`config.mk`:
```
export PLATFORM = sky130hd
export DESIGN_NAME = pwr_mode_ctrl
export DESIGN_NICKNAME = d
export VERILOG_FILES = /design/src/rtl/pmc_pkg.sv /design/src/rtl/pmc_settle_timer.sv /design/src/rtl/pmc_wake_collect.sv /design/src/rtl/pmc_seq_fsm.sv /design/src/rtl/pwr_mode_ctrl.sv
export SDC_FILE = /design/constraint.sdc
export NUM_CORES = 1
export LEC_CHECK = 0
export ABC_AREA = 1
export BUFFER_PORTS_ARGS = -buffer_cell sky130_fd_sc_hd__buf_2
export CAP_MARGIN = 20
export CORE_MARGIN = 8
export CORE_UTILIZATION = 39
export CTS_CLUSTER_DIAMETER = 50
export DETAILED_ROUTE_END_ITERATION = 12
export PLACE_DENSITY_LB_ADDON = 0.1
export SLEW_MARGIN = 10
export SYNTH_ARGS = -nofsm -noshare
export SYNTH_HDL_FRONTEND = slang
export SYNTH_HIERARCHICAL = 1
export SYNTH_SLANG_ARGS = --single-unit
```
`constraint.sdc`:
```
create_clock -name clk -period 1.6 [get_ports clk]
set_input_delay 0.32 -clock clk [delete_from_list [all_inputs] [get_ports clk]]
set_output_delay 0.32 -clock clk [all_outputs]
set_load 0.02 [all_outputs]
```
`src/rtl/pmc_pkg.sv`:
```
package pmc_pkg;
  localparam int unsigned N_WSRC    = 5;
  localparam int unsigned WS_TIMER  = 0;
  localparam int unsigned WS_EXTIRQ = 1;
  localparam int unsigned WS_DEBUG  = 2;
  localparam int unsigned WS_SERIAL = 3;
  localparam int unsigned WS_GPIO   = 4;

  typedef enum logic [2:0] {
    ST_ACTIVE  = 3'd0,
    ST_IDLE    = 3'd1,
    ST_SAVE    = 3'd2,
    ST_FREEZE  = 3'd3,
    ST_SLEEP   = 3'd4,
    ST_SETTLE  = 3'd5,
    ST_RESTORE = 3'd6
  } pmc_state_e;

  typedef enum logic [1:0] {
    MODE_RUN  = 2'd0,
    MODE_IDLE = 2'd1,
    MODE_DEEP = 2'd2
  } pmc_mode_e;
endpackage

```
`src/rtl/pmc_settle_timer.sv`:
```
module pmc_settle_timer #(
  parameter int unsigned SETTLE_CYC = 16
) (
  input  logic clk,
  input  logic rst_n,
  input  logic run,
  output logic done
);
  localparam int unsigned CW = (SETTLE_CYC < 2) ? 1 : $clog2(SETTLE_CYC);
  localparam logic [CW-1:0] LAST = CW'(SETTLE_CYC - 1);

  logic [CW-1:0] cnt_q;

  assign done = run && (cnt_q == LAST);

  always_ff @(posedge clk or negedge rst_n) begin
    if (!rst_n)       cnt_q <= '0;
    else if (!run)    cnt_q <= '0;
    else if (!done)   cnt_q <= cnt_q + 1'b1;
  end

  // the settle counter never passes its terminal value
  a_r7_settle_bound: assert property (@(posedge clk) disable iff (!rst_n)
    run |-> (cnt_q <= LAST));
endmodule

```
`src/rtl/pmc_wake_collect.sv`:
```
module pmc_wake_collect #(
  parameter int unsigned NSRC = pmc_pkg::N_WSRC
) (
  input  logic            clk,
  input  logic            rst_n,
  input  logic [NSRC-1:0] src,
  input  logic [NSRC-1:0] src_en,
  input  logic            capture,
  input  logic            clr_allow,
  input  logic [NSRC-1:0] clr,
  output logic [NSRC-1:0] cause,
  output logic            wake_hit
);
  logic [NSRC-1:0] cause_q, cause_d, live;

  assign live     = src & src_en;
  assign wake_hit = |live;
  assign cause    = cause_q;

  for (genvar i = 0; i < NSRC; i++) begin : g_bit
    always_comb begin
      cause_d[i] = cause_q[i];
      if (capture && live[i])        cause_d[i] = 1'b1;
      else if (clr_allow && clr[i])  cause_d[i] = 1'b0;
    end

    // a cause bit only rises for an enabled, active source
    a_r6_enabled_only: assert property (@(posedge clk) disable iff (!rst_n)
      $rose(cause_q[i]) |-> $past(src[i] && src_en[i]));
  end

  always_ff @(posedge clk or negedge rst_n) begin
    if (!rst_n) cause_q <= '0;
    else        cause_q <= cause_d;
  end

  // outside running mode no collected bit is lost
  a_r10_sticky: assert property (@(posedge clk) disable iff (!rst_n)
    !clr_allow |=> ((cause_q & $past(cause_q)) == $past(cause_q)));
endmodule

```
`src/rtl/pmc_seq_fsm.sv`:
```
module pmc_seq_fsm
  import pmc_pkg::*;
(
  input  logic       clk,
  input  logic       rst_n,
  input  logic       req_idle,
  input  logic       req_deep,
  input  logic       idle_wake,
  input  logic       deep_wake,
  input  logic       save_done,
  input  logic       restore_done,
  input  logic       settle_done,
  output logic       settle_run,
  output logic       capture,
  output logic       clr_allow,
  output logic       cpu_halt,
  output logic       reg_en,
  output logic       gpio_freeze,
  output logic       save_req,
  output logic       restore_req,
  output logic       ser_rx_en,
  output logic       ser_rx_rst,
  output logic [1:0] pwr_mode
);
  pmc_state_e state_q, state_d;
  logic       rx_rst_q;

  always_comb begin
    state_d = state_q;
    unique case (state_q)
      ST_ACTIVE:  if (req_deep) state_d = ST_SAVE;
                  else if (req_idle) state_d = ST_IDLE;
      ST_IDLE:    if (idle_wake) state_d = ST_ACTIVE;
      ST_SAVE:    if (save_done) state_d = ST_FREEZE;
      ST_FREEZE:  state_d = ST_SLEEP;
      ST_SLEEP:   if (deep_wake) state_d = ST_SETTLE;
      ST_SETTLE:  if (settle_done) state_d = ST_RESTORE;
      ST_RESTORE: if (restore_done) state_d = ST_ACTIVE;
      default:    state_d = ST_ACTIVE;
    endcase
  end

  always_ff @(posedge clk or negedge rst_n) begin
    if (!rst_n) begin
      state_q  <= ST_ACTIVE;
      rx_rst_q <= 1'b0;
    end else begin
      state_q  <= state_d;
      rx_rst_q <= (state_q == ST_RESTORE) && restore_done;
    end
  end

  always_comb begin
    cpu_halt    = (state_q != ST_ACTIVE);
    reg_en      = (state_q != ST_SLEEP);
    gpio_freeze = (state_q == ST_FREEZE) || (state_q == ST_SLEEP) ||
                  (state_q == ST_SETTLE) || (state_q == ST_RESTORE);
    save_req    = (state_q == ST_SAVE);
    restore_req = (state_q == ST_RESTORE);
    settle_run  = (state_q == ST_SETTLE);
    capture     = (state_q == ST_SLEEP) || (state_q == ST_SETTLE) ||
                  (state_q == ST_RESTORE);
    clr_allow   = (state_q == ST_ACTIVE);
    ser_rx_rst  = rx_rst_q;
    ser_rx_en   = !gpio_freeze && !rx_rst_q;
    unique case (state_q)
      ST_ACTIVE: pwr_mode = MODE_RUN;
      ST_IDLE:   pwr_mode = MODE_IDLE;
      default:   pwr_mode = MODE_DEEP;
    endcase
  end

  // the save request is held until the engine answers
  a_r3_save_held: assert property (@(posedge clk) disable iff (!rst_n)
    (save_req && !save_done) |=> save_req);
  // the restore request is held until the engine answers
  a_r7_restore_held: assert property (@(posedge clk) disable iff (!rst_n)
    (restore_req && !restore_done) |=> restore_req);
  // pads freeze only after the save completed
  a_r4_freeze_after_save: assert property (@(posedge clk) disable iff (!rst_n)
    $rose(gpio_freeze) |-> $past(save_done));
  // pads unfreeze only after the restore completed
  a_r8_release_after_restore: assert property (@(posedge clk) disable iff (!rst_n)
    $fell(gpio_freeze) |-> $past(restore_done));
  // regulator off implies frozen pads and halted processor
  a_r5_off_is_frozen: assert property (@(posedge clk) disable iff (!rst_n)
    !reg_en |-> (gpio_freeze && cpu_halt));
  // no serial reception while frozen
  a_r11_rx_off_frozen: assert property (@(posedge clk) disable iff (!rst_n)
    gpio_freeze |-> !ser_rx_en);
  // idle persists without a qualifying wake
  a_r2_idle_holds: assert property (@(posedge clk) disable iff (!rst_n)
    (state_q == ST_IDLE && !idle_wake) |=> (state_q == ST_IDLE));
endmodule

```
`src/rtl/pwr_mode_ctrl.sv`:
```
module pwr_mode_ctrl
  import pmc_pkg::*;
#(
  parameter int unsigned N_IRQ      = 8,
  parameter int unsigned SETTLE_CYC = 16
) (
  input  logic              clk,
  input  logic              rst_n,
  input  logic              req_idle,
  input  logic              req_deep,
  input  logic [N_IRQ-1:0]  irq_lines,
  input  logic              tmr_wake,
  input  logic              ext_irq,
  input  logic              dbg_wake,
  input  logic              ser_act,
  input  logic              gpio_act,
  input  logic [N_WSRC-1:0] wake_en,
  input  logic [N_WSRC-1:0] cause_clr,
  input  logic              save_done,
  input  logic              restore_done,
  output logic              cpu_halt,
  output logic              reg_en,
  output logic              gpio_freeze,
  output logic              save_req,
  output logic              restore_req,
  output logic              ser_rx_en,
  output logic              ser_rx_rst,
  output logic [N_WSRC-1:0] wake_cause,
  output logic [1:0]        pwr_mode
);
  logic [N_WSRC-1:0] src;
  logic idle_wake, deep_wake, settle_run, settle_done, capture, clr_allow;

  always_comb begin
    src            = '0;
    src[WS_TIMER]  = tmr_wake;
    src[WS_EXTIRQ] = ext_irq;
    src[WS_DEBUG]  = dbg_wake;
    src[WS_SERIAL] = ser_act;
    src[WS_GPIO]   = gpio_act;
  end

  assign idle_wake = (|irq_lines) | ext_irq | tmr_wake | dbg_wake;

  pmc_wake_collect #(.NSRC(N_WSRC)) u_collect (
    .clk(clk), .rst_n(rst_n), .src(src), .src_en(wake_en),
    .capture(capture), .clr_allow(clr_allow), .clr(cause_clr),
    .cause(wake_cause), .wake_hit(deep_wake)
  );

  pmc_settle_timer #(.SETTLE_CYC(SETTLE_CYC)) u_settle (
    .clk(clk), .rst_n(rst_n), .run(settle_run), .done(settle_done)
  );

  pmc_seq_fsm u_fsm (
    .clk(clk), .rst_n(rst_n), .req_idle(req_idle), .req_deep(req_deep),
    .idle_wake(idle_wake), .deep_wake(deep_wake), .save_done(save_done),
    .restore_done(restore_done), .settle_done(settle_done),
    .settle_run(settle_run), .capture(capture), .clr_allow(clr_allow),
    .cpu_halt(cpu_halt), .reg_en(reg_en), .gpio_freeze(gpio_freeze),
    .save_req(save_req), .restore_req(restore_req), .ser_rx_en(ser_rx_en),
    .ser_rx_rst(ser_rx_rst), .pwr_mode(pwr_mode)
  );

  // out of reset the block is running with nothing pending
  a_r1_reset_state: assert property (@(posedge clk) disable iff (!rst_n)
    $rose(rst_n) |-> (pwr_mode == MODE_RUN && wake_cause == '0));
endmodule

```
# Yosys cells after proc, flatten, opt, wreduce, memory -nomap -nowiden
# Cells that the tools add are included.
[op_classes] reduce_logical=30 eq_ne=15 bitwise=4 add_sub_neg=1 n_mux=21
[op_table] operator="2-to-1 mux 3 bit" n=7
[op_table] operator="case mux 3 bit (7 select lines)" n=1
[op_table] operator="logical AND 1 bit" n=13
[op_table] operator="inequality test 2 bit (second input constant)" n=6
[op_table] operator="2-to-1 mux 1 bit" n=10
[op_table] operator="nonzero test 2 bit" n=5
[op_table] operator="== test 3 bit (second input constant)" n=3
[op_table] operator="2-to-1 mux 4 bit" n=2
[op_table] operator="OR reduction 8 bit" n=1
[op_table] operator="== test 3 x 2 -> 1 bit (second input constant)" n=2
[op_table] operator="inequality test 3 bit (second input constant)" n=2
[op_table] operator="AND reduction 6 bit" n=1
[op_table] operator="bitwise AND 5 bit" n=1
[op_table] operator="logical OR 1 bit" n=5
[op_table] operator="OR reduction 5 bit" n=1
[op_table] operator="adder 4 x 1 -> 4 bit (second input constant)" n=1
[op_table] operator="== test 4 bit (second input constant)" n=1
[op_table] operator="case mux 2 bit (2 select lines)" n=1
[op_table] operator="== test 3 x 1 -> 1 bit (second input constant)" n=1
[op_table] operator="zero test 3 bit" n=1
[op_table] operator="bitwise OR 1 bit" n=3
[op_table] operator="nonzero test 3 bit" n=1
[op_table] operator="zero test 1 bit" n=2
[totals] register_bits=13 word_cells=79 output_inout_bits=14

# Depth between registers and ports, before layout
# Gate-level depths: netlist of run 1.
[logic_depth] depth_word=6 ltp_mapped=13

# Hierarchy
# Netlist of run 1, hierarchy kept.
[by_module_without_submodules] mod="pmc_seq_fsm" n_inst=1 cells_per_inst=75 area_each_um2=450.4 seq_area_each_um2=100.1
[by_module_without_submodules] mod="pmc_wake_collect" n_inst=1 cells_per_inst=36 area_each_um2=246.5 seq_area_each_um2=125.1
[by_module_without_submodules] mod="pmc_settle_timer" n_inst=1 cells_per_inst=26 area_each_um2=206.4 seq_area_each_um2=100.1
[by_module_without_submodules] mod="pwr_mode_ctrl" n_inst=1 cells_per_inst=11 area_each_um2=43.8 seq_area_each_um2=0.0

# Worst setup path before layout of run 1
# OpenSTA, ideal clock, no wires.
[synth_path] kind="register -> output" start="register u_fsm.state_q[2]" end="output ser_rx_en" stages_incl_launch_ff=6 slack_ns=-0.037 t_arrival_ns=1.317 required_ns=1.280 n_path_buf=2 cell_sequence="dfrtp_1 buf_4 inv_2 buf_6 xor2_1 nor2_1"
[synth_via] elab_chain_cells=6
[synth_rtl] item="from (decl)" line="pmc_seq_fsm.sv:25" rtl="pmc_state_e state_q, state_d;"
[synth_rtl] item="from (signal assigned)" line="pmc_seq_fsm.sv:48" rtl="state_q <= state_d;"
[synth_rtl] item="== test 3 x 2 -> 1 bit / == test 3 bit (equally long branches)" line="pmc_seq_fsm.sv:56" rtl="gpio_freeze = (state_q == ST_FREEZE) || (state_q == ST_SLEEP) ||"
[synth_rtl] item="logical OR 1 bit (2 in series)" line="pmc_seq_fsm.sv:56"
[synth_rtl] item="logical OR 1 bit *" line="pmc_seq_fsm.sv:57" rtl="(state_q == ST_SETTLE) || (state_q == ST_RESTORE);"
[synth_rtl] item="net gpio_freeze" line="pwr_mode_ctrl.sv:23" rtl="output logic gpio_freeze,"
[synth_rtl] item="zero test 1 bit *" line="pmc_seq_fsm.sv:65" rtl="ser_rx_en = !gpio_freeze && !rx_rst_q;"
[synth_rtl] item="logical AND 1 bit *" line="pmc_seq_fsm.sv:65"
[synth_rtl] item="to (decl)" line="pwr_mode_ctrl.sv:26" rtl="output logic ser_rx_en,"
# The timed path passes the listed nets; every way through them passes the cells marked *.

# Worst setup path in the final report of run 1
[layout_path] start="register u_fsm.state_q[0]" end="output restore_req"
[layout_via] elab_chain_cells=1
[layout_rtl] item="== test 3 bit" line="pmc_seq_fsm.sv:59" rtl="restore_req = (state_q == ST_RESTORE);"
[layout_rtl] item="to (decl)" line="pwr_mode_ctrl.sv:25" rtl="output logic restore_req,"
# Every way passes these cells.

==> flow_summary.toml, run 1 <==
[placement]
hpwl_mm = 2.16
dpl.cell_count = 223
port_buffers = 42
finalWeightedCongestion = 0.942

[power]
p_switching_uw = 1070
p_sw_share_pct = 48.9
p_leak_uw = 0.000829
p_seq_share_pct = 22.6
vdd_drop_max_mv = 0.834
power.density_nw_per_um2 = 1590
p_clk_share_pct = 9.2
p_comb_share_pct = 68.2
p_int_uw = 1120

[setup_path]
r2r_end = "u_fsm/state_q[0]$_DFFE_PN0P_"
arrival_ps = 1270
reg2reg_from = "u_fsm/state_q[1]$_DFFE_PN0P_"
worst_ep_required_time_ps = 1280
cp-end-kind = "primary output"
start_kind = "register"
r2r_slack_ps = 50
ff2ff_path_depth = 13
worst-setup-path-type = "reg -> out"
critical_path.max_fanout = 3

[timing]
setup_viol = 0
tightest_slew_ps = 290
fin_crit_sh_pct = 99.3
fin_skew_ps = 6.62
rsz0062_at_grt = "true"
final_hold_viol_count = 0
fmax_mhz = 629
maxSlewViolCount = 0
slew_headroom_pct = 80.7
period_needed_ps = 1590

[cells_and_area]
drive_gt1_share_pct = 38.9
nets = 236
diodes = 0
fillCellCount = 254
layout.core_utilization_pct = 57.7
area_growth_pct = 45.4
final_cells = 233

[routing]
drtIter0Drc = 20
drc_errors = 0
ant_nets = 0
wire_per_inst_microns = 11.7
num_vias = 1105
firstDrtPassIters = 4
viasPerCell = 4.74
drt-total-wl_mm = 2.72

[hold_path]
min_delay_path_depth = 4
holdPathEnd = "u_collect/cause[4]$_DFFE_PN0P_"
hold_start = "cause_clr[4]"
hp-class = "in -> reg"

[cts]
ctsLongestPathBuffers = 2
cts_sinks = 13
clk_latency_ps = 280
tritoncts = "built"
numCtsBuffers = 3
htreeDepth = 1
root_buffer = "clkbuf_4"
clkTransAtPathRegs_ps = 90

[outcome]
status = "finished clean"

[synthesis]
synth_warnings = 6
synth-seq-cells = 13
syn_nets = 180
syn-instance-count = 148
synth_sequential_area_ratio_pct = 34.3
avgSynthCellArea_sq_um = 6.40
synth_cell_types = 22
netlist_area_sq_um = 947

[floorplanning]
die_y_microns = 65.3
rows = 18
start_util_pct = 39.7
core_sq_um = 2390
ios = 43
dieArea_sq_um = 4260
die_x_microns = 65.3

[grt]
grt_max_degree = 14
gr-usage-all-layers_pct = 13.5
grt_overflow = 0
grt_pass1_vias = 1185
grt_pass1_wl_mm = 4.72
antenna_found_initial = 0

[flow_run]
maxCapViolCount = 0
## power by group through the flow
| stage | Combinational (uW) | Sequential (uW) | Clock, uW |
|---|---|---|---|
| after global routing | 1630 | 510 | 237 |
| after CTS | 1250 | 487 | 215 |
| after floorplan | 739 | 573 | 0 |
| after global placement | 1160 | 491 | 0 |
| after detailed placement | 1180 | 492 | 0 |
| final | 1500 | 496 | 202 |
## Yosys cell counts
master,instances,share of area (%)
inv_1,18,7.1
ha_1,3,4.0
nor2_1,19,7.5
nor3_1,2,1.1
and2_0,1,0.66
nor2_4,1,1.2
nand3_1,10,5.3
o21ai_0,5,2.6
xor2_1,1,0.92
o21ai_1,1,0.53
inv_2,4,1.6
buf_6,1,1.2
nand3_2,1,1.1
or2_1,1,0.66
nand2_1,55,22
a21oi_2,1,0.92
buf_4,1,0.79
dfrtp_1,13,34
nand4_1,2,1.3
nor2_2,3,2.0
nand2_2,4,2.6
nand3b_1,1,0.79
## critical path, stage by stage (launching register included)
cell	delay, ps
dfrtp_1	410
buf_4	150
inv_2	70
nand2_1	110
nor2_2	110
buf_4	150
## area by class of cell
type                            instances  area [sq um]  area share, %
Clock buffer                            3          22.5           1.63
Clock inverter                          1          5.00          0.363
Inverter                               22          90.1           6.54
Multi-Input combinational cell        111           561           40.7
Sequential cell                        13           327           23.7
Tap cell                               30          37.5           2.72
Timing Repair Buffer                   53           335           24.3
## cell families (layout without fill, tap and decap cells)
logic type	Yosys count	in the layout	synth area share (%)
fa+ha+maj	3	3	3.96
xor+xnor	1	1	0.925
buf+inv	24	79	10.7
simple gates	100	100	46.0
compound gates	7	7	4.09
flops	13	13	34.3
## sequential cells by signal, indices dropped and copies added (netlist names)
signal            cells
u_collect/cause       5
u_fsm/ser_rx_rst      1
u_fsm/state_q         3
u_settle/cnt_q        4
## per-layer routing
| metal | vias up | GRT usage [%] | wire length (microns) |
|---|---|---|---|
| met4 | 0 | 5.18 | 73 |
| met5 | - | 0 | 0 |
| li1 | 558 | - | - |
| met2 | 40 | 24.2 | 1340 |
| met1 | 501 | 14.6 | 1120 |
| met3 | 6 | 3.74 | 183 |
## stage by stage
stage | cell area [sq um] | hold WS (ps) | worst slack, ps | power (uW) | setup TNS [ps]
final | 1380 | 279 | 10.6 | 2200 | 0
after global routing | 1380 | 267 | -74.4 | 2380 | -447
after CTS | 1290 | 267 | 1.87 | 1950 | 0
after detailed placement | 1220 | 224 | 118 | 1670 | 0
after global placement | 1220 | 221 | 173 | 1650 | 0
after floorplan | 955 | 24.4 | 78.8 | 1310 | 0
## worst max-delay path by stage
stage	start	endpoint	depth (start not counted)
6_report	u_fsm/state_q[0]$_DFFE_PN0P_	restore_req	5
3_5_place_dp	u_fsm/state_q[0]$_DFFE_PN0P_	u_fsm/state_q[1]$_DFFE_PN0P_	12
2_1_floorplan	u_fsm/state_q[0]$_DFFE_PN0P_	u_fsm/state_q[0]$_DFFE_PN0P_	13
4_1_cts	u_fsm/state_q[1]$_DFFE_PN0P_	ser_rx_en	5
5_1_grt	u_fsm/state_q[2]$_DFFE_PN0P_	ser_rx_en	4
3_3_place_gp	u_fsm/state_q[2]$_DFFE_PN0P_	u_fsm/state_q[1]$_DFFE_PN0P_	8
## layout by cell type, fill, tap and decap left out, drive strengths merged
cell type	instances
nand3	11
a21oi	1
nor3	2
ha	3
inv	22
nand4	2
clkinv	1
clkbuf	3
nand3b	1
nand2	59
dfrtp	13
buf	52
and2	1
or2	1
xor2	1
nor2	23
dlygate4sd3	1
o21ai	6
## timing repair
item,4_1_cts,5_1_grt
hold endpoints to repair,13,0
gates resized for setup,5,23
setup endpoints to repair,6,11
buffers inserted,2,3
hold buffers,1,0
pin swaps,1,6
(Power assumes the default switching activity.)
==> inputs of run 2 (changes only) <==
--- a/config.mk
+++ b/config.mk
@@ -9,7 +9,7 @@
 export BUFFER_PORTS_ARGS = -buffer_cell sky130_fd_sc_hd__buf_2
 export CAP_MARGIN = 20
 export CORE_MARGIN = 8
-export CORE_UTILIZATION = 39
+export CORE_UTILIZATION = 32
 export CTS_CLUSTER_DIAMETER = 50
 export DETAILED_ROUTE_END_ITERATION = 12
 export PLACE_DENSITY_LB_ADDON = 0.1
==> flow_summary.toml, run 2 (synthesis results as in run 1) <==
[outcome]
status = "finished, violations left"
violations = "setup timing"

[timing]
fin_crit_sh_pct = 102
worst_slack_ps = -36.3
maxSlewViolCount = 0
setup_viol = 3
fmax_mhz = 611
tightest_slew_ps = 305
final_hold_viol_count = 0
period_needed_ps = 1640
slew_headroom_pct = 79.6
fin_skew_ps = 1.09
rsz0062_at_grt = "true"

[floorplanning]
start_util_pct = 34.1
dieArea_sq_um = 4960
die_y_microns = 70.4
core_sq_um = 2780
rows = 19
ios = 43
die_x_microns = 70.4

[cells_and_area]
area_growth_pct = 42.1
multiInputGateArea_sq_um = 553
nets = 236
seq_area_sq_um = 325
largest_reg_flops = 5
diodes = 0
final_cell_mix = "nand2_1, buf_2, nor2_1, inv_1, buf_4"
drive_gt1_share_pct = 37.4
final_cells = 234
fillCellCount = 299
layout_commonest_cell = "nand2_1"

[cts]
tritoncts = "built"
ctsLongestPathBuffers = 2
root_buffer = "clkbuf_4"
clkTransAtPathRegs_ps = 80
cts_sinks = 13
numCtsBuffers = 3
htreeDepth = 1
clk_latency_ps = 260

[routing]
num_vias = 1059
drt-total-wl_mm = 2.70
wire_per_inst_microns = 11.5
firstDrtPassIters = 4
drc_errors = 0
ant_nets = 0
drtIter0Drc = 47
viasPerCell = 4.53

[grt]
grt_pass1_vias = 1078
grt_max_degree = 14
grt_pass1_wl_mm = 4.43
grt_overflow = 0
antenna_found_initial = 0
gr-usage-all-layers_pct = 10.5

[setup_path]
worst-setup-path-type = "reg -> out"
cp-end-kind = "primary output"
cp_top_family = "buffers and inverters"
worst_ep_required_time_ps = 1280
critPathSlowestCell = "dfrtp_1"
start_kind = "register"
worstPathBufferInverterCount = 4
crit_chain = "buf_6 -> inv_2 -> ha_1 -> inv_1 -> buf_4"
cp_slowest_stage_delay_ps = 430
critical_path.max_fanout = 6
arrival_ps = 1320

[flow_run]
maxCapViolCount = 0

[placement]
finalWeightedCongestion = 0.889
hpwl_mm = 2.17
port_buffers = 42
dpl.cell_count = 224
dp_slack_ps = 15.6

[hold_path]
hp-class = "in -> reg"

[power]
power.density_nw_per_um2 = 1540
vdd_drop_max_mv = 0.772
p_leak_uw = 0.000812
-- run 2: cell types whose count changed in the layout (fill, tap and decap cells not counted), sizes merged --
cell    previous run  this run
clkbuf             3         4
clkinv             1         0
-- run 2: worst paths after layout --
kind / start / slack [ps] / end / cells past startpoint
min: restore_done / 290 / u_fsm/ser_rx_rst$_DFF_PN0_ / 3
max reg2reg: u_fsm/state_q[0]$_DFFE_PN0P_ / 60 / u_fsm/state_q[2]$_DFFE_PN0P_ / 13
max in group asynchronous: rst_n / 900 / u_settle/cnt_q[3]$_DFFE_PN0P_ / 2
min in group asynchronous: rst_n / 470 / u_settle/cnt_q[1]$_DFFE_PN0P_ / 2
min reg2reg: u_collect/cause[0]$_DFFE_PN0P_ / 480 / u_collect/cause[0]$_DFFE_PN0P_ / 2
max: u_fsm/state_q[1]$_DFFE_PN0P_ / -40 / pwr_mode[1] / 5
-- run 2: routing by layer --
metal / part of all wire (%) / track usage (%)
met1: 46 / 12.4
met5: 0 / 0
met2: 50 / 18.4
met4: 1.0 / 3.35
met3: 3.2 / 1.69
-- run 2: final cells by class --
| class | count | area share, % |
|---|---|---|
| clock buffer | 4 | 1.95 |
| multi-input combinational | 111 | 41.1 |
| sequential | 13 | 24.2 |
| tap | 31 | 2.88 |
| timing repair buffer | 53 | 23.6 |
| inverter | 22 | 6.32 |
-- run 2: power breakdown --
group	leakage, uW	total (uW)	internal, uW	switching [uW]
Clock	0.0000150	201	96.3	104
Sequential	0.000177	493	422	70.8
Combinational	0.000620	1380	531	848
Total	0.000812	2070	1050	1020
-- run 2: what timing repair did --
action                     CTS  global route
gates resized for setup      4            14
setup buffers                1             4
hold buffers                 1             0
setup endpoints to repair    7             9
hold endpoints to repair    13             0
pin swaps                    1             5
-- run 2: tightest hold or removal path, delay by kind of cell --
family / cells / cell delay, ps
buffers and inverters: 2 / 150
AND/OR/NAND/NOR: 1 / 50
-- run 2: per-stage QoR --
stage / TNS, ps / power [uW] / cell area, sq um / hold slack, ps / utilization [%]
CTS: -17.6 / 1960 / 1280 / 278 / 46.0
global placement: 0 / 1690 / 1220 / 226 / 43.9
detailed placement: 0 / 1690 / 1220 / 232 / 43.9
floorplan: 0 / 1310 / 955 / 24.4 / -
global route: -720 / 2250 / 1350 / 299 / 48.4
finish: -84.3 / 2070 / 1350 / 288 / 48.4
==> inputs of run 3 (changes only) <==
==> constraint.sdc (replaced) <==
create_clock -name clk -period 1.35 [get_ports clk]
set_input_delay 0.27 -clock clk [delete_from_list [all_inputs] [get_ports clk]]
set_output_delay 0.27 -clock clk [all_outputs]
set_load 0.02 [all_outputs]
==> flow_summary.toml, run 3 (synthesis results as in run 1) <==
[setup_path]
worstPathBufferInverterCount = 3
reg2reg_from = "u_fsm/state_q[1]$_DFFE_PN0P_"
cp_slowest_stage_delay_ps = 410
path_common_cell = "buf_4"
r2r_end = "u_fsm/state_q[2]$_DFFE_PN0P_"
start_kind = "register"
cp_top_family = "buffers and inverters"
worst-setup-path-type = "reg -> out"
worst_ep_required_time_ps = 1080
critical_path.max_fanout = 4
r2r_slack_ps = -190
critPathSlowestCell = "dfrtp_1"
arrival_ps = 1290
ff2ff_path_depth = 12
cp-end-kind = "primary output"
crit_chain = "buf_4 -> buf_4 -> nor2_4 -> nand2_2 -> buf_6"

[floorplanning]
ios = 43
start_util_pct = 34.1
core_sq_um = 2780
rows = 19
die_x_microns = 70.4
die_y_microns = 70.4
dieArea_sq_um = 4960

[outcome]
status = "finished, violations left"
violations = "setup timing"

[hold_path]
holdPathEnd = "u_collect/cause[1]$_DFFE_PN0P_"
hp-class = "in -> reg"
hold_start = "wake_en[1]"
min_delay_path_depth = 3

[cells_and_area]
layout.core_utilization_pct = 55.2
drive_gt1_share_pct = 47.1
final_cell_mix = "nand2_1, buf_2, buf_4, nor2_1, inv_1"
largest_reg_flops = 5
area_growth_pct = 62.2
diodes = 0
nets = 254
layout_commonest_cell = "nand2_1"
final_cell_area_sq_um = 1540

[placement]
postPlaceCellArea_sq_um = 1300
hpwl_mm = 2.20
dp_slack_ps = -118
finalWeightedCongestion = 0.861
port_buffers = 42

[routing]
num_vias = 1155
firstDrtPassIters = 4
wire_per_inst_microns = 11.5
drtIter0Drc = 36
drc_errors = 0
drt-total-wl_mm = 2.91
viasPerCell = 4.58
ant_nets = 0

[timing]
worst_slack_ps = -213
setup_viol = 16
fin_skew_ps = 2.88
tightest_slew_ps = 296
fin_crit_sh_pct = 116
fmax_mhz = 640
final_hold_viol_count = 0
maxSlewViolCount = 0
rsz0062_at_grt = "true"
slew_headroom_pct = 80.2
period_needed_ps = 1560
setup_tns_ps = -2190

[cts]
clkTransAtPathRegs_ps = 80
tritoncts = "built"
root_buffer = "clkbuf_4"
numCtsBuffers = 3
ctsLongestPathBuffers = 2
clk_latency_ps = 270
cts_sinks = 13
htreeDepth = 1

[flow_run]
maxCapViolCount = 0

[grt]
grt_max_degree = 14
grt_overflow = 0
gr-usage-all-layers_pct = 11.2
grt_pass1_wl_mm = 4.75
grt_pass1_vias = 1171
antenna_found_initial = 0

[power]
power.density_nw_per_um2 = 1900
vdd_drop_max_mv = 1.50
p_leak_uw = 0.000912
[run 3: cell count changes in the layout (fill, tap and decap cells not counted), sizes merged]
cell  delta
buf     +18
[run 3: area by class of cell]
class                      count  area [sq um]
fill                         277          1240
tap                           31          38.8
sequential                    13           328
inverter                      22          92.6
clock buffer                   4          26.3
multi-input combinational    111           586
timing repair buffer          71           465
[run 3: routing by layer]
layer	track usage, %	vias to the layer above	routed length [microns]
met4	6.25	0	78
met1	12.0	514	1170
met5	0	-	0
li1	-	599	-
met2	20.4	34	1530
met3	1.41	8	121
[run 3: where the power goes]
part | leakage (uW) | switching [uW] | internal (uW) | total, uW
logic | 0.000723 | 1160 | 932 | 2100
clock network | 0.0000150 | 126 | 114 | 240
registers | 0.000174 | 81.5 | 504 | 586
[run 3: through the flow]
step | cells | hold slack [ps] | power [uW]
final | 252 | 232 | 2920
after global routing | 252 | 243 | 3160
after CTS | 251 | 227 | 2720
after detailed placement | 233 | 178 | 2140
after global placement | 233 | 172 | 2130
after floorplan | 148 | -25.6 | 1580
[run 3: worst min-delay path, cell delays in order]
cell	delay [ps]
buf_2	80
nand3_1	60
nand2_1	60
[run 3: worst max path at each step]
stage                                    to  slack [ps]  cells after the start                          from
2_1_floorplan  u_fsm/state_q[1]$_DFFE_PN0P_         -90                     13  u_fsm/state_q[0]$_DFFE_PN0P_
3_3_place_gp   u_fsm/state_q[0]$_DFFE_PN0P_         -20                     12  u_fsm/state_q[1]$_DFFE_PN0P_
3_5_place_dp   u_fsm/state_q[1]$_DFFE_PN0P_        -120                     12  u_fsm/state_q[1]$_DFFE_PN0P_
4_1_cts                           ser_rx_en        -190                      5  u_fsm/state_q[1]$_DFFE_PN0P_
5_1_grt        u_fsm/state_q[2]$_DFFE_PN0P_        -320                     13  u_fsm/state_q[1]$_DFFE_PN0P_
6_report                           cpu_halt        -210                      5  u_fsm/state_q[1]$_DFFE_PN0P_
[run 3: what timing repair did]
item                                    4_1_cts  5_1_grt
hold endpoints to repair                     13        0
hold buffers                                  1        0
resized for setup                            16       17
pin swaps                                     4        5
endpoints found under the setup margin       13       17
setup buffers                                13        1
gates cloned                                  0        0
